**src/rtl/esc_pkg.sv**
```systemverilog
// Shared definitions for the extremum-seeking vertex adapter.
// Assumes two curves only: turn-on deadtime (slow dither) and turn-off (fast).
package esc_pkg;
    typedef enum logic {CRV_ON = 1'b0, CRV_OFF = 1'b1} crv_e;
    localparam int NCRV = 2;
endpackage

```
**src/rtl/esc_dither_gen.sv**
```systemverilog
// Dither and window sequencer.
// Produces the two square-wave dither bits from one phase counter that
// advances per valid sample, and flags the sample that closes a window.
// Assumes HALF >= 1 and WIN_PERIODS >= 1.
module esc_dither_gen #(
    parameter int HALF        = 2,
    parameter int WIN_PERIODS = 2
) (
    input  logic clk,
    input  logic rst_n,
    input  logic s_vld,
    output logic dith_slow,
    output logic dith_fast,
    output logic close
);
    localparam int PER  = 4 * HALF;
    localparam int PH_W = (PER > 1) ? $clog2(PER) : 1;
    localparam int WC_W = (WIN_PERIODS > 1) ? $clog2(WIN_PERIODS) : 1;
    localparam logic [PH_W-1:0] PH_LAST = PH_W'(PER - 1);
    localparam logic [WC_W-1:0] WC_LAST = WC_W'(WIN_PERIODS - 1);

    logic [PH_W-1:0] ph;
    logic [WC_W-1:0] wcnt;
    logic            ph_wrap;

    // Decode dither levels from the phase counter.
    always_comb begin
        dith_slow = (32'(ph) < 2 * HALF);
        dith_fast = (32'(ph) < HALF) ||
                    ((32'(ph) >= 2 * HALF) && (32'(ph) < 3 * HALF));
        ph_wrap   = (ph == PH_LAST);
        close     = s_vld && ph_wrap && (wcnt == WC_LAST);
    end

    // Advance phase and window counters on each valid sample.
    always_ff @(posedge clk) begin
        if (!rst_n) begin
            ph   <= '0;
            wcnt <= '0;
        end else if (s_vld) begin
            if (ph_wrap) begin
                ph   <= '0;
                wcnt <= (wcnt == WC_LAST) ? '0 : wcnt + 1'b1;
            end else begin
                ph   <= ph + 1'b1;
            end
        end
    end
endmodule

```
**src/rtl/esc_correlator.sv**
```systemverilog
// Gradient accumulator for one curve.
// Adds +loss or -loss per valid sample by dither level. grad_nxt carries
// the sum including the current sample so the closing sample is counted.
module esc_correlator #(
    parameter int LOSS_W = 12,
    parameter int ACC_W  = 18
) (
    input  logic                    clk,
    input  logic                    rst_n,
    input  logic                    s_vld,
    input  logic                    close,
    input  logic                    dith,
    input  logic [LOSS_W-1:0]       loss,
    output logic signed [ACC_W-1:0] grad_nxt
);
    logic signed [ACC_W-1:0] acc;
    logic signed [ACC_W-1:0] term;

    // Signed product of loss and dither sign.
    always_comb begin
        term     = $signed({{(ACC_W-LOSS_W){1'b0}}, loss});
        if (!dith) term = -term;
        grad_nxt = acc + term;
    end

    // Integrate on valid samples and clear at window close.
    always_ff @(posedge clk) begin
        if (!rst_n)      acc <= '0;
        else if (s_vld)  acc <= close ? '0 : grad_nxt;
    end
endmodule

```
**src/rtl/esc_vertex_step.sv**
```systemverilog
// One vertex update: v - floor(w*g / 2^SH), clamped to [lb, DT_MAX].
// Assumes lb <= DT_MAX is the caller's choice; lb wins if it is not.
module esc_vertex_step #(
    parameter int DT_W    = 8,
    parameter int W_W     = 5,
    parameter int ACC_W   = 18,
    parameter int SH      = 10,
    parameter int DT_MAX  = 200
) (
    input  logic [DT_W-1:0]         v,
    input  logic [W_W-1:0]          w,
    input  logic signed [ACC_W-1:0] g,
    input  logic [DT_W-1:0]         lb,
    output logic [DT_W-1:0]         v_new
);
    localparam int PW = ACC_W + W_W + 2;
    localparam logic signed [PW-1:0] MAXV = PW'(DT_MAX);

    logic signed [PW-1:0] prod;
    logic signed [PW-1:0] step;
    logic signed [PW-1:0] cand;
    logic signed [PW-1:0] lbv;

    // Weighted step, floor by arithmetic shift, then saturate.
    always_comb begin
        prod  = $signed({{(PW-W_W){1'b0}}, w}) * $signed({{(PW-ACC_W){g[ACC_W-1]}}, g});
        step  = prod >>> SH;
        cand  = $signed({{(PW-DT_W){1'b0}}, v}) - step;
        lbv   = $signed({{(PW-DT_W){1'b0}}, lb});
        if (cand > MAXV) cand = MAXV;
        if (cand < lbv)  cand = lbv;
        v_new = cand[DT_W-1:0];
    end
endmodule

```
**src/rtl/esc_vertex_adapt.sv**
```systemverilog
// Extremum-seeking adapter for two deadtime curves.
// Generates dithers, correlates loss per curve and issues registered vertex
// writes one cycle after each window closes. Assumes the vertex store
// presents the bracketing vertex values on rd_* during the closing sample.
module esc_vertex_adapt
    import esc_pkg::*;
#(
    parameter int DT_W        = 8,
    parameter int LOSS_W      = 12,
    parameter int ALPHA_W     = 4,
    parameter int IDX_W       = 3,
    parameter int NVERT       = 7,
    parameter int HALF        = 2,
    parameter int WIN_PERIODS = 2,
    parameter int GAIN_SH     = 6,
    parameter int DT_MIN      = 1,
    parameter int DT_MAX      = 200
) (
    input  logic               clk,
    input  logic               rst_n,
    input  logic               s_vld,
    input  logic [LOSS_W-1:0]  loss,
    input  logic [IDX_W-1:0]   seg_idx,
    input  logic [ALPHA_W-1:0] alpha,
    input  logic [DT_W-1:0]    rd_on_lo,
    input  logic [DT_W-1:0]    rd_on_hi,
    input  logic [DT_W-1:0]    rd_off_lo,
    input  logic [DT_W-1:0]    rd_off_hi,
    input  logic [IDX_W-1:0]   lim_on_idx,
    input  logic [DT_W-1:0]    lim_on_floor,
    output logic               dith_on,
    output logic               dith_off,
    output logic               wr_en,
    output logic               wr_hi_en,
    output logic [IDX_W-1:0]   wr_idx,
    output logic [DT_W-1:0]    wr_on_lo,
    output logic [DT_W-1:0]    wr_on_hi,
    output logic [DT_W-1:0]    wr_off_lo,
    output logic [DT_W-1:0]    wr_off_hi
);
    localparam int WIN   = WIN_PERIODS * 4 * HALF;
    localparam int ACC_W = LOSS_W + $clog2(WIN + 1) + 2;
    localparam int W_W   = ALPHA_W + 1;
    localparam int SH    = ALPHA_W + GAIN_SH;
    localparam logic [DT_W-1:0] DTMIN_V = DT_W'(DT_MIN);

    logic                    close;
    logic [NCRV-1:0]         dith;
    logic signed [ACC_W-1:0] grad   [NCRV];
    logic [DT_W-1:0]         v_lo   [NCRV];
    logic [DT_W-1:0]         v_hi   [NCRV];
    logic [DT_W-1:0]         lb_lo  [NCRV];
    logic [DT_W-1:0]         lb_hi  [NCRV];
    logic [DT_W-1:0]         n_lo   [NCRV];
    logic [DT_W-1:0]         n_hi   [NCRV];
    logic [W_W-1:0]          w_lo;
    logic [W_W-1:0]          w_hi;
    logic [DT_W-1:0]         flr;
    logic [IDX_W:0]          idx_up;

    esc_dither_gen #(.HALF(HALF), .WIN_PERIODS(WIN_PERIODS)) u_dith (
        .clk(clk), .rst_n(rst_n), .s_vld(s_vld),
        .dith_slow(dith[CRV_ON]), .dith_fast(dith[CRV_OFF]), .close(close)
    );

    // Interpolation weights and per-curve bounds for both bracketing vertices.
    always_comb begin
        w_hi   = {1'b0, alpha};
        w_lo   = W_W'(1 << ALPHA_W) - w_hi;
        flr    = (lim_on_floor > DTMIN_V) ? lim_on_floor : DTMIN_V;
        idx_up = {1'b0, seg_idx} + 1'b1;
        v_lo[CRV_ON]   = rd_on_lo;
        v_hi[CRV_ON]   = rd_on_hi;
        v_lo[CRV_OFF]  = rd_off_lo;
        v_hi[CRV_OFF]  = rd_off_hi;
        lb_lo[CRV_ON]  = (seg_idx < lim_on_idx) ? flr : DTMIN_V;
        lb_hi[CRV_ON]  = (idx_up < {1'b0, lim_on_idx}) ? flr : DTMIN_V;
        lb_lo[CRV_OFF] = DTMIN_V;
        lb_hi[CRV_OFF] = DTMIN_V;
    end

    for (genvar c = 0; c < NCRV; c++) begin : g_crv
        esc_correlator #(.LOSS_W(LOSS_W), .ACC_W(ACC_W)) u_corr (
            .clk(clk), .rst_n(rst_n), .s_vld(s_vld), .close(close),
            .dith(dith[c]), .loss(loss), .grad_nxt(grad[c])
        );
        esc_vertex_step #(.DT_W(DT_W), .W_W(W_W), .ACC_W(ACC_W), .SH(SH),
                          .DT_MAX(DT_MAX)) u_lo (
            .v(v_lo[c]), .w(w_lo), .g(grad[c]), .lb(lb_lo[c]), .v_new(n_lo[c])
        );
        esc_vertex_step #(.DT_W(DT_W), .W_W(W_W), .ACC_W(ACC_W), .SH(SH),
                          .DT_MAX(DT_MAX)) u_hi (
            .v(v_hi[c]), .w(w_hi), .g(grad[c]), .lb(lb_hi[c]), .v_new(n_hi[c])
        );
    end

    assign dith_on  = dith[CRV_ON];
    assign dith_off = dith[CRV_OFF];

    // Register the write command for one cycle after the closing sample.
    always_ff @(posedge clk) begin
        if (!rst_n) begin
            wr_en     <= 1'b0;
            wr_hi_en  <= 1'b0;
            wr_idx    <= '0;
            wr_on_lo  <= '0;
            wr_on_hi  <= '0;
            wr_off_lo <= '0;
            wr_off_hi <= '0;
        end else begin
            wr_en    <= close;
            wr_hi_en <= close && (32'(seg_idx) < NVERT - 1);
            if (close) begin
                wr_idx    <= seg_idx;
                wr_on_lo  <= n_lo[CRV_ON];
                wr_on_hi  <= n_hi[CRV_ON];
                wr_off_lo <= n_lo[CRV_OFF];
                wr_off_hi <= n_hi[CRV_OFF];
            end
        end
    end
endmodule

```
**config.mk**
```make
export PLATFORM = sky130hd
export DESIGN_NAME = esc_vertex_adapt
export DESIGN_NICKNAME = d
export VERILOG_FILES = /design/src/rtl/esc_pkg.sv /design/src/rtl/esc_dither_gen.sv /design/src/rtl/esc_correlator.sv /design/src/rtl/esc_vertex_step.sv /design/src/rtl/esc_vertex_adapt.sv
export SDC_FILE = /design/constraint.sdc
export NUM_CORES = 1
export LEC_CHECK = 0
export ABC_AREA = 1
export ABC_CLOCK_PERIOD_IN_PS = 28400
export BUFFER_PORTS_ARGS = -buffer_cell sky130_fd_sc_hd__buf_2
export CAP_MARGIN = 20
export CORE_ASPECT_RATIO = 1.75
export CORE_MARGIN = 4
export CORE_UTILIZATION = 59
export DETAILED_ROUTE_END_ITERATION = 16
export GPL_TIMING_DRIVEN = 0
export PLACE_DENSITY = 0.75
export SYNTH_ARGS = -nofsm -noshare
export SYNTH_HDL_FRONTEND = slang
export SYNTH_SLANG_ARGS = --single-unit
```
**constraint.sdc**
```tcl
create_clock -name clk -period 28.4 [get_ports clk]
set_input_delay 4.26 -clock clk [delete_from_list [all_inputs] [get_ports clk]]
set_output_delay 4.26 -clock clk [all_outputs]
set_load 0.01 [all_outputs]
```
After elaboration in Yosys (flattened, before gate mapping)
Index checks and enable logic that the tools add are counted.

operators by class
  add/sub/neg operators = 11
  multiply operators = 4
  divide/modulo/power cells = 0
  order comparisons = 16
  eq/ne operators = 1
  shift-type cells = 0
  mux-type cells = 17
  bitwise operators = 0
  reductions and logical operators = 6

operators with widths
  kind                                                                            count
  26-bit by 9-bit > comparator with 1-bit output (second input constant)          4
  26-bit 2-to-1 mux                                                               4
  19-bit 2-to-1 mux                                                               4
  8-bit 2-to-1 mux                                                                7
  26-bit by 2-bit less-than comparator with 1-bit output (second input constant)  2
  26-bit by 9-bit less-than comparator with 1-bit output                          2
  6-bit by 19-bit multiplier with 25-bit output                                   2
  5-bit by 19-bit multiplier with 24-bit output                                   2
  19-bit adder                                                                    2
  9-bit by 15-bit subtractor with 16-bit output                                   2
  9-bit by 14-bit subtractor with 15-bit output                                   2
  12-bit negation with 19-bit output                                              1
  3-bit less-than comparator (second input constant)                              3
  8-bit by 1-bit > comparator with 1-bit output (second input constant)           1
  5-bit by 4-bit subtractor with 5-bit output (first input constant)              1
  3-bit by 1-bit adder with 4-bit output (second input constant)                  1
  1-bit logical AND                                                               4
  4-bit by 3-bit less-than comparator with 1-bit output                           1
  3-bit by 1-bit adder with 3-bit output (second input constant)                  1
  3-bit equality test (second input constant)                                     1
  3-bit >= comparator (second input constant)                                     1
  3-bit by 2-bit less-than comparator with 1-bit output (second input constant)   1
  3-bit less-than comparator                                                      1
  3-bit 2-to-1 mux                                                                1
  4 further kinds                                                                 4

storage, ports and cells
  flip-flop bits (word level) = 79
  latch bits = 0
  RAM bits = 0
  ROM bits = 0
  input bits = 65
  output and inout bits = 39
  memories = 0

Logic depth before layout (Yosys ltp)
Gate-level depths: netlist (run 1).

  depth in word-level cells = 11
  mapped depth = 65
  mapped depth without buffers = 65

Hierarchy
Synthesis (run 1) repeated with hierarchy kept, for this count alone.

second synthesis, totals
  cell total of the unflattened synthesis = 3915
  area, all modules = 24757.5 µm²

by module, submodules not included
  module                            times used  cells an instance  area an instance (µm²)  seq. area each (µm²)
  esc_vertex_step at g_crv[1].u_hi  1           793                4780.8                  0.0
  esc_vertex_step at g_crv[0].u_hi  1           728                4665.7                  0.0
  esc_vertex_step at g_crv[0].u_lo  1           724                4640.7                  0.0
  esc_vertex_step at g_crv[1].u_lo  1           730                4635.7                  0.0
  esc_correlator                    2           348                2104.5                  380.4
  esc_vertex_adapt                  1           218                1637.8                  740.7
  esc_dither_gen                    1           26                 187.7                   80.1

Worst setup path before layout (run 1)
No wires, ideal clock.

  path kind = input-to-reg
  from = in loss[2]
  to = reg wr_on_lo[0]
  arrival = 12533 ps
  data required time = 28287 ps
  slack = 15754 ps
  stages on the path = 57
  cells stage by stage = nor3_1 > inv_1 > nor2_1 > inv_1 > nor3_1 > xor2_1 > o21ai_0 > ha_1 > nand2_1 > o21ai_0 > inv_1 > o21ai_0 > nand3_1 > nand2_1 > xor2_1 > inv_1 > nor2_1 > fa_1 > [... 21 more ...] > nand2_1 > nor2_2 > nand3_1 > a211o_1 > ha_1 > nand2_4 > inv_1 > nor2_1 > inv_1 > ha_1 > a21oi_1 > nand2_1 > a21oi_1 > nand3_4 > nand2_4 > nand2_1 > nand3_1 > nand2_1

between the ends
  word-level cells in the longest chain between the ends = 9

ends and longest elaborated chain
  element                                                 line                     source
  start, declared                                         esc_vertex_adapt.sv:22   input logic [LOSS_W-1:0] loss,
  12-bit negation with 19-bit output                      esc_correlator.sv:22     if (!dith) term = -term;
  19-bit 2-to-1 mux *                                     esc_correlator.sv:22
  19-bit adder *                                          esc_correlator.sv:23     grad_nxt = acc + term;
  6-bit by 19-bit multiplier with 25-bit output *         esc_vertex_step.sv:26    prod = $signed({{(PW-W_W){1'b0}}, w}) * $signed({{(PW-ACC_W){g[ACC_W-1]}}, g});
  9-bit by 15-bit subtractor with 16-bit output *         esc_vertex_step.sv:28    cand = $signed({{(PW-DT_W){1'b0}}, v}) - step;
  26-bit by 9-bit > comparator with 1-bit output          esc_vertex_step.sv:30    if (cand > MAXV) cand = MAXV;
  26-bit 2-to-1 mux *                                     esc_vertex_step.sv:30
  26-bit by 9-bit less-than comparator with 1-bit output  esc_vertex_step.sv:31    if (cand < lbv) cand = lbv;
  8-bit 2-to-1 mux *                                      esc_vertex_step.sv:31
  end signal, assigned                                    esc_vertex_adapt.sv:115  wr_on_lo <= n_lo[CRV_ON];
  end, declared                                           esc_vertex_adapt.sv:36   output logic [DT_W-1:0] wr_on_lo,

Every way passes the cells marked *; elsewhere a longest branch is shown, timed or not.
A chain may end at the register's enable or synchronous reset.

Final worst setup path (run 1)
  from = in loss[2]
  to = reg wr_on_lo[7]

The elaborated chain is that of the path after synthesis.

==> results of run 1 <==
==> registers in the layout, indices dropped and copies added, names as in the netlist <==
name,flops
g_crv.u_corr.acc,38
u_dith.ph,3
u_dith.wcnt,1
wr_en,1
wr_hi_en,1
wr_idx,3
wr_off_hi,8
wr_off_lo,8
wr_on_hi,8
wr_on_lo,8
==> synthesized netlist by cell type, drive strengths merged (2+ instances only) <==
library cell  count  area share
o211ai            8      0.0030
nand3           135       0.037
o21bai           16      0.0062
nand3b            8      0.0032
xnor2            39       0.017
or2              16      0.0051
nor3             23      0.0066
a22o              3      0.0013
xor2             78       0.035
inv             563        0.11
a21o             12      0.0045
a21boi            2     0.00075
o31ai             4      0.0015
buf              10      0.0036
nor4             11      0.0048
o21ai           100       0.026
dfxtp            79       0.079
a31oi             8      0.0025
ha              273        0.17
o21a              7      0.0026
clkinv            5     0.00094
clkbuf           43      0.0081
fa              193        0.19
nand2           670        0.13
and2              5      0.0017
nor2            392       0.077
a21oi           208       0.052
a211oi            6      0.0025
nand4            33       0.011
==> final timing paths <==
kind / cells past startpoint / end / from / slack, ns
setup / recovery: 57 / wr_on_lo[7] / loss[2] / 13.89
hold / removal: 2 / wr_on_hi[2] / wr_on_hi[2] / 0.45
setup reg to reg: 55 / wr_on_lo[7] / u_dith.ph[2] / 17.92
hold reg to reg: 2 / wr_on_hi[2] / wr_on_hi[2] / 0.45
==> through the flow <==
stage               setup slack [ns]  std cells  hold WS, ns  area, um2  utilization
floorplan                      15.75       2959       0.4292      19960            -
global placement               13.51       3509       0.4347      21030       0.6344
detailed placement             13.55       3511       0.4385      21040       0.6350
CTS                            13.90       3527       0.4511      21380       0.6450
global route                   12.81       3527       0.4670      21380       0.6450
finish                         13.89       3529       0.4521      21380       0.6451
==> layout make-up <==
| cell class | instances | area [um2] |
|---|---|---|
| Antenna cell | 2 | 5.005 |
| Timing Repair Buffer | 102 | 519.2 |
| Tap cell | 450 | 563.0 |
| Fill cell | 3162 | 11760 |
| Multi-Input combinational cell | 2259 | 16020 |
| Clock buffer | 10 | 239.0 |
| Inverter | 568 | 2132 |
| Clock inverter | 6 | 92.59 |
| Sequential cell | 79 | 1582 |
| Buffer | 53 | 232.7 |
==> cells in the final DEF, fill, tap and decap left out, drive strengths merged, types with 78 or more instances in the layout <==
cell and instances:
buf 112, a21oi 208, xor2 78, fa 193, o21ai 100, nand3 135, inv 564, nand2 670
dfxtp 79, ha 273, nor2 392
==> cell families after synthesis <==
logic type / Yosys count / share of synthesized area
flip-flops: 79 / 0.07923
AO/OA/AOI/OAI: 380 / 0.1057
XOR/XNOR: 117 / 0.05171
buffers and inverters: 621 / 0.1185
AND/OR/NAND/NOR: 1296 / 0.2802
adder cells (fa/ha/maj): 466 / 0.3647
==> per-layer routing <==
metal  track usage  up-vias  part of all wire
met5             0        -           0.00033
met4        0.1837        2             0.067
met3       0.03138      185             0.040
met2        0.5732      518              0.51
met1        0.3460     9075              0.38
li1              -     9507                 -
==> worst max-delay path, delay by kind of cell <==
| family | cells | cell delay (ns) |
|---|---|---|
| xor gates and xnor gates | 3 | 0.90 |
| AOI/OAI and AO/OA | 12 | 2.40 |
| and+or+nand+nor | 24 | 3.19 |
| adders and majority gates | 8 | 3.06 |
| buffers and inverters | 10 | 0.94 |
==> flow_summary.html, run 1 <==
<table>
<tr><th>Metric</th><th>Value</th></tr>
<tr><th colspan="2">Global route</th></tr>
<tr><td>First-pass GRT wire length</td><td>94.08 mm</td></tr>
<tr><td>Total routing usage reported by global routing</td><td>0.3121</td></tr>
<tr><td>Total global routing overflow</td><td>0</td></tr>
<tr><td>Largest net degree at the start of global routing</td><td>15</td></tr>
<tr><td>Number of global-route vias before repair</td><td>a little under 20,000</td></tr>
<tr><td>Antenna violations before repair</td><td>2</td></tr>
<tr><th colspan="2">Synth</th></tr>
<tr><td>Primary flip-flop cell chosen by synthesis mapping</td><td>dfxtp_1</td></tr>
<tr><td>Cell count after synthesis</td><td>roughly 3,000</td></tr>
<tr><td>Avg Cell Area, Syn</td><td>6.746 um2</td></tr>
<tr><td>Number of warnings reported in the yosys synthesis log</td><td>0</td></tr>
<tr><td>Mapped Area</td><td>0.01996 mm2</td></tr>
<tr><td>Synthesis-stage register bit count</td><td>between 70 and 80</td></tr>
<tr><td>EDFF count, synth</td><td>0</td></tr>
<tr><td>Syn Nets</td><td>about 3,500</td></tr>
<tr><td>Number of unique standard cell types used by synthesis</td><td>64</td></tr>
<tr><td>Fraction of registers with async set/reset</td><td>0</td></tr>
<tr><td>Sequential element share of the synthesized area</td><td>0.07923</td></tr>
<tr><th colspan="2">STA</th></tr>
<tr><td>Worst setup skew after layout</td><td>0.009284 ns</td></tr>
<tr><td>Max-slew violation count</td><td>0</td></tr>
<tr><td>Final setup TNS</td><td>0 ns</td></tr>
<tr><td>Final count of hold timing violations</td><td>0</td></tr>
<tr><td>Final setup vio count</td><td>0</td></tr>
<tr><td>Slew at the pin closest to its max-slew limit</td><td>1.023 ns</td></tr>
<tr><td>Post-layout minimum cycle time</td><td>about 15 ns</td></tr>
<tr><td>Setup repair after global routing missed its margin</td><td>false</td></tr>
<tr><td>Final period utilization</td><td>0.5109</td></tr>
<tr><td>Maximum clock frequency</td><td>0.06892 GHz</td></tr>
<tr><td>Tightest slew margin relative to the limit</td><td>0.3159</td></tr>
<tr><th colspan="2">Floorplanning</th></tr>
<tr><td>Cell row count</td><td>88</td></tr>
<tr><td>Core outline area</td><td>0.03314 mm2</td></tr>
<tr><td>Starting density of the core</td><td>0.6023</td></tr>
<tr><td>Chip width</td><td>147.0 um</td></tr>
<tr><td>Die area</td><td>0.03696 mm2</td></tr>
<tr><td>Ports</td><td>104</td></tr>
<tr><td>Die outline height</td><td>251.3 um</td></tr>
<tr><th colspan="2">CTS</th></tr>
<tr><td>Clk_lat worst skew</td><td>0.37 ns</td></tr>
<tr><td>Count of hold-fix buffers inserted at cts</td><td>0</td></tr>
<tr><td>Post-cts sizing count</td><td>0</td></tr>
<tr><td>Clk Tree Root Cell</td><td>clkbuf_16</td></tr>
<tr><td>H-tree depth</td><td>3</td></tr>
<tr><td>Clock tree from TritonCTS</td><td>done</td></tr>
<tr><td>Maximum clock path buffer count</td><td>2</td></tr>
<tr><td>Num CTS Buffers</td><td>9</td></tr>
<tr><td>Clock tree sinks</td><td>79</td></tr>
<tr><td>Clock-pin transition on the worst setup and hold timing paths</td><td>0.07 ns</td></tr>
<tr><td># Post-CTS Setup Buffers</td><td>0</td></tr>
<tr><th colspan="2">Detailed routing</th></tr>
<tr><td>Total number of vias</td><td>approximately 19,000</td></tr>
<tr><td>DRC violation total after the first TritonRoute iteration</td><td>roughly 860</td></tr>
<tr><td>Vias per cell</td><td>about 5.5</td></tr>
<tr><td>Total wire length after detailed routing</td><td>57.41 mm</td></tr>
<tr><td>Antenna-violating nets left</td><td>0</td></tr>
<tr><td>WL/cell</td><td>16.27 um</td></tr>
<tr><td>Count of unresolved DRC violations after routing</td><td>0</td></tr>
<tr><td>Detailed-router iteration count before antenna repair</td><td>5</td></tr>
<tr><th colspan="2">Setup path</th></tr>
<tr><td>CP max-delay cell</td><td>fa_1</td></tr>
<tr><td>Classification of the worst setup path</td><td>in2reg</td></tr>
<tr><td>Critical path capture point type</td><td>flop</td></tr>
<tr><td>Cell seen most often among critical-path stages</td><td>inv_1</td></tr>
<tr><td>CP startpoint kind</td><td>input pin</td></tr>
<tr><td>Required time of the critical path</td><td>28.65 ns</td></tr>
<tr><td>Delay of the slowest critical-path stage</td><td>~0.53 ns</td></tr>
<tr><td>Arrival time at the worst endpoint</td><td>14.76 ns</td></tr>
<tr><td>Max FO, Critical Path</td><td>10</td></tr>
<tr><th colspan="2">Finish</th></tr>
<tr><td>Syn-to-layout area delta</td><td>7.108%</td></tr>
<tr><td># nets final</td><td>about 3,600</td></tr>
<tr><td>Fraction of final layout cells with drive strength greater than 1</td><td>0.07377</td></tr>
<tr><th colspan="2">Run</th></tr>
<tr><td>Number of max-capacitance violations reported</td><td>0</td></tr>
<tr><th colspan="2">Placed design</th></tr>
<tr><td>DP HPWL</td><td>about 50 mm</td></tr>
<tr><td>Port Buffer Count</td><td>100</td></tr>
<tr><td>Placer's final routability congestion estimate</td><td>around 0.98</td></tr>
<tr><th colspan="2">Hold path</th></tr>
<tr><td>Type of the worst min-delay path</td><td>reg2reg</td></tr>
<tr><th colspan="2">Outcome</th></tr>
<tr><td>Status</td><td>finished, final reports clean</td></tr>
</table>
Power of run 1 is not shown: default switching activity piles up to over one toggle a cycle in this logic, so the estimate is an artifact.
==> run 2, diff against run 1 <==
--- a/config.mk
+++ b/config.mk
@@ -5,8 +5,8 @@
 export SDC_FILE = /design/constraint.sdc
 export NUM_CORES = 1
 export LEC_CHECK = 0
-export ABC_AREA = 1
-export ABC_CLOCK_PERIOD_IN_PS = 28400
+export ABC_AREA = 0
+export ABC_CLOCK_PERIOD_IN_PS = 13840
 export BUFFER_PORTS_ARGS = -buffer_cell sky130_fd_sc_hd__buf_2
 export CAP_MARGIN = 20
 export CORE_ASPECT_RATIO = 1.75
==> constraint.sdc (replaced) <==
create_clock -name clk -period 13.84 [get_ports clk]
set_input_delay 2.076 -clock clk [delete_from_list [all_inputs] [get_ports clk]]
set_output_delay 2.076 -clock clk [all_outputs]
set_load 0.01 [all_outputs]
==> run 2 against run 1 <==
Worst hold slack worse by 0.017 ns; register-to-register slack lost 16 ns; core utilization is 1.2 points higher; worst setup slack got worse by 13 ns; first-iteration DRC count rose by 29%; routed wire length increased by 4.2%; via count is 5.5% lower; sequential cell count unchanged; die area decreased by 2.0%.
==> flow_summary.html, run 2 <==
<table>
<tr><th>Metric</th><th>Value</th></tr>
<tr><th colspan="2">Outcome</th></tr>
<tr><td>Status</td><td>finished, final reports clean</td></tr>
<tr><th colspan="2">CTS</th></tr>
<tr><td>H-tree depth</td><td>3</td></tr>
<tr><td>Clock tree sinks</td><td>79</td></tr>
<tr><td>Clk_lat worst skew</td><td>0.37 ns</td></tr>
<tr><td>Num CTS Buffers</td><td>9</td></tr>
<tr><td>Clock tree from TritonCTS</td><td>done</td></tr>
<tr><td>Clk Tree Root Cell</td><td>clkbuf_16</td></tr>
<tr><td>Maximum clock path buffer count</td><td>2</td></tr>
<tr><td>Clock-pin transition on the worst setup and hold timing paths</td><td>0.07 ns</td></tr>
<tr><th colspan="2">Global route</th></tr>
<tr><td>First-pass GRT wire length</td><td>about 94 mm</td></tr>
<tr><td>Global-route track usage on met2</td><td>0.6073</td></tr>
<tr><td>Antenna violations before repair</td><td>0</td></tr>
<tr><td>Global routing usage on met3</td><td>0.03076</td></tr>
<tr><td>Largest net degree at the start of global routing</td><td>16</td></tr>
<tr><td>Total routing usage reported by global routing</td><td>0.3202</td></tr>
<tr><td>Most used routing layer</td><td>met2</td></tr>
<tr><td>Total global routing overflow</td><td>0</td></tr>
<tr><td>Met1 GRT Util</td><td>0.3197</td></tr>
<tr><td>Number of global-route vias before repair</td><td>18,730</td></tr>
<tr><th colspan="2">Synth</th></tr>
<tr><td>Most repeated cell in the gate-level netlist after synthesis</td><td>inv_1</td></tr>
<tr><td>Cell count after synthesis</td><td>between 2,000 and 2,500</td></tr>
<tr><td>Sequential element share of the synthesized area</td><td>0.08096</td></tr>
<tr><td>Mapped Area</td><td>0.01953 mm2</td></tr>
<tr><td>Fraction of registers with async set/reset</td><td>0</td></tr>
<tr><td>Most frequent cells after synthesis</td><td>340 x inv_1, 273 x ha_1, 193 x fa_1</td></tr>
<tr><td>Avg Cell Area, Syn</td><td>7.941 um2</td></tr>
<tr><td>Syn Nets</td><td>2,991</td></tr>
<tr><td>EDFF count, synth</td><td>0</td></tr>
<tr><td>Synthesis-stage register bit count</td><td>79</td></tr>
<tr><td>Ranking of synthesized cells by area</td><td>fa_1 20%, ha_1 17%, dfxtp_1 8.1%</td></tr>
<tr><td>Primary flip-flop cell chosen by synthesis mapping</td><td>dfxtp_1</td></tr>
<tr><td>Number of warnings reported in the yosys synthesis log</td><td>0</td></tr>
<tr><td>Fraction of post-synthesis cell area in the top cell type by area</td><td>0.1978</td></tr>
<tr><td>Area leader, netlist</td><td>fa_1</td></tr>
<tr><td>Number of unique standard cell types used by synthesis</td><td>88</td></tr>
<tr><th colspan="2">Setup path</th></tr>
<tr><td>Required time of the critical path</td><td>14.10 ns</td></tr>
<tr><td>Delay of the slowest critical-path stage</td><td>0.52 ns</td></tr>
<tr><td>Dominant delay contributor by cell family on the critical path</td><td>simple AND/OR/NAND/NOR gates</td></tr>
<tr><td>CP max-delay cell</td><td>fa_1</td></tr>
<tr><td>Max FO, Critical Path</td><td>10</td></tr>
<tr><td>CP startpoint kind</td><td>input pin</td></tr>
<tr><td>Classification of the worst setup path</td><td>in2reg</td></tr>
<tr><td>Arrival time at the worst endpoint</td><td>about 14 ns</td></tr>
<tr><td>Count of buffering cells on the critical path with inverters included</td><td>7</td></tr>
<tr><td>Critical path capture point type</td><td>flop</td></tr>
<tr><th colspan="2">Placed design</th></tr>
<tr><td>DP HPWL</td><td>49.54 mm</td></tr>
<tr><td>Placer's final routability congestion estimate</td><td>0.9798</td></tr>
<tr><td>Port Buffer Count</td><td>100</td></tr>
<tr><td>Number of cells in the design after placement</td><td>approximately 3,000</td></tr>
<tr><th colspan="2">Finish</th></tr>
<tr><td>Antenna fix cells</td><td>0</td></tr>
<tr><td>Top register by number of flip-flops</td><td>g_crv.u_corr.acc</td></tr>
<tr><td># nets final</td><td>3,119</td></tr>
<tr><td>Syn-to-layout area delta</td><td>9.178%</td></tr>
<tr><td>Commonest cells after routing, fill and taps aside</td><td>340 x inv_1, 267 x ha_1, 193 x fa_1</td></tr>
<tr><td>Final std cells w/o fill</td><td>~3,000</td></tr>
<tr><td>Most common cell after layout, fill and taps aside</td><td>inv_1</td></tr>
<tr><td>Max FFs per register</td><td>38</td></tr>
<tr><td>Share of the core filled with cells in the final layout</td><td>0.6575</td></tr>
<tr><td>Fraction of final layout cells with drive strength greater than 1</td><td>0.08639</td></tr>
<tr><th colspan="2">Floorplanning</th></tr>
<tr><td>Ports</td><td>around 100</td></tr>
<tr><td>Chip width</td><td>145.6 um</td></tr>
<tr><td>Core outline area</td><td>roughly 0.032 mm2</td></tr>
<tr><td>Die outline height</td><td>248.7 um</td></tr>
<tr><td>Starting density of the core</td><td>0.6022</td></tr>
<tr><td>Cell row count</td><td>87</td></tr>
<tr><td>Die area</td><td>about 0.036 mm2</td></tr>
<tr><th colspan="2">STA</th></tr>
<tr><td>Slew at the pin closest to its max-slew limit</td><td>~1.2 ns</td></tr>
<tr><td>Post-layout minimum cycle time</td><td>13.43 ns</td></tr>
<tr><td>Maximum clock frequency</td><td>0.07444 GHz</td></tr>
<tr><td>Final count of hold timing violations</td><td>0</td></tr>
<tr><td>Tightest slew margin relative to the limit</td><td>0.2235</td></tr>
<tr><td>Final period utilization</td><td>0.9706</td></tr>
<tr><td>Max-slew violation count</td><td>0</td></tr>
<tr><td>Final setup vio count</td><td>0</td></tr>
<tr><td>Worst setup skew after layout</td><td>0.01468 ns</td></tr>
<tr><th colspan="2">Detailed routing</th></tr>
<tr><td>Vias per cell</td><td>6.091</td></tr>
<tr><td>Count of unresolved DRC violations after routing</td><td>0</td></tr>
<tr><td>Total wire length after detailed routing</td><td>59.83 mm</td></tr>
<tr><td>Total number of vias</td><td>18,230</td></tr>
<tr><td>DRC violation total after the first TritonRoute iteration</td><td>1,118</td></tr>
<tr><td>WL/cell</td><td>19.99 um</td></tr>
<tr><td>Detailed-router iteration count before antenna repair</td><td>6</td></tr>
<tr><td>Antenna-violating nets left</td><td>0</td></tr>
<tr><th colspan="2">Power</th></tr>
<tr><td>VDD IR max</td><td>0.3379 mV</td></tr>
<tr><td>Leakage power of the design</td><td>roughly 11 nW</td></tr>
<tr><td>PD cells</td><td>259.2 mW/mm2</td></tr>
<tr><th colspan="2">Hold path</th></tr>
<tr><td>Type of the worst min-delay path</td><td>reg2reg</td></tr>
<tr><th colspan="2">Run</th></tr>
<tr><td>Number of max-capacitance violations reported</td><td>0</td></tr>
</table>
run 2: cell count changes in the layout (fill, tap and decap cells not counted), moves of 32 or more:
cell | previous run | this run
and2_1 | 4 | 191
a21oi_1 | 207 | 135
xor2_1 | 77 | 45
nor2_1 | 375 | 160
xnor2_1 | 39 | 84
inv_1 | 554 | 340
nand3_1 | 124 | 35
nand2_1 | 636 | 190
nor2b_1 | 0 | 69
run 2: metrics by stage:
step                area [um2]  TNS (ns)  setup slack [ns]  hold WS, ns  power, mW
floorplan                19540         0             1.153       0.4584      3.859
global placement         20540    -11.27            -1.583       0.4203      4.951
detailed placement       20550    -13.30            -1.829       0.4339      5.104
CTS                      20980         0          0.008750       0.4422      5.420
global route             21330   -0.2610          -0.09711       0.4753      6.107
finish                   21330         0            0.4069       0.4346      5.528
run 2: what timing repair did:
item | in CTS | in global routing
endpoints found under the setup margin | 8 | 15
pin swaps | 3 | 11
cloned | 0 | 1
buffers inserted | 4 | 14
resized for setup | 21 | 49
hold buffers | 0 | 0
run 2: worst paths after layout:
check / from / cells past startpoint / endpoint / slack, ns
worst min register to register: wr_off_hi[7] / 2 / wr_off_hi[7] / 0.43
worst max register to register: u_dith.ph[2] / 45 / wr_on_lo[7] / 2.06
worst max-delay path: loss[0] / 52 / wr_on_lo[7] / 0.41
worst min-delay path: wr_off_hi[7] / 2 / wr_off_hi[7] / 0.43
run 2: routing by layer:
metal  vias to the layer above  wire, um
met4                         0      5709
li1                       8556         -
met1                      8773     20130
met3                       253      2657
met2                       649     31330
met5                         -         0
run 2: cell families after synthesis:
family / Yosys count / share of synthesized area
AOI/OAI and AO/OA: 510 / 0.1739
xor gates and xnor gates: 141 / 0.06437
adders and majority gates: 466 / 0.3726
buffers and inverters: 415 / 0.07980
DFF: 79 / 0.08096
muxes: 11 / 0.005765
and+or+nand+nor: 838 / 0.2226
run 2: area by class of cell:
type	count	area [um2]
plain buffers	68	259.0
clock buffers	10	239.0
clock inverters	6	51.30
fillers	2883	11110
inverters	343	1290
multi-input cells	1967	16750
flip-flops and latches	79	1582
well taps	400	500.5
repair buffers	120	651.9
run 2: where the power goes:
group | switching [mW] | internal (mW) | total, mW
clock network | 0.113 | 0.129 | 0.242
logic | 3.05 | 1.99 | 5.03
registers | 0.00996 | 0.242 | 0.252
run 2: worst register-to-register path: cells and delay by family, from the launching register on:
kind,cells,cell delay [ns]
AOI/OAI and AO/OA,19,3.79
adders and majority gates,8,3.17
and+or+nand+nor,10,2.28
xor gates and xnor gates,3,1.18
buffers and inverters,5,0.83
DFF,1,0.46
Power figures use the tool's default switching activity.
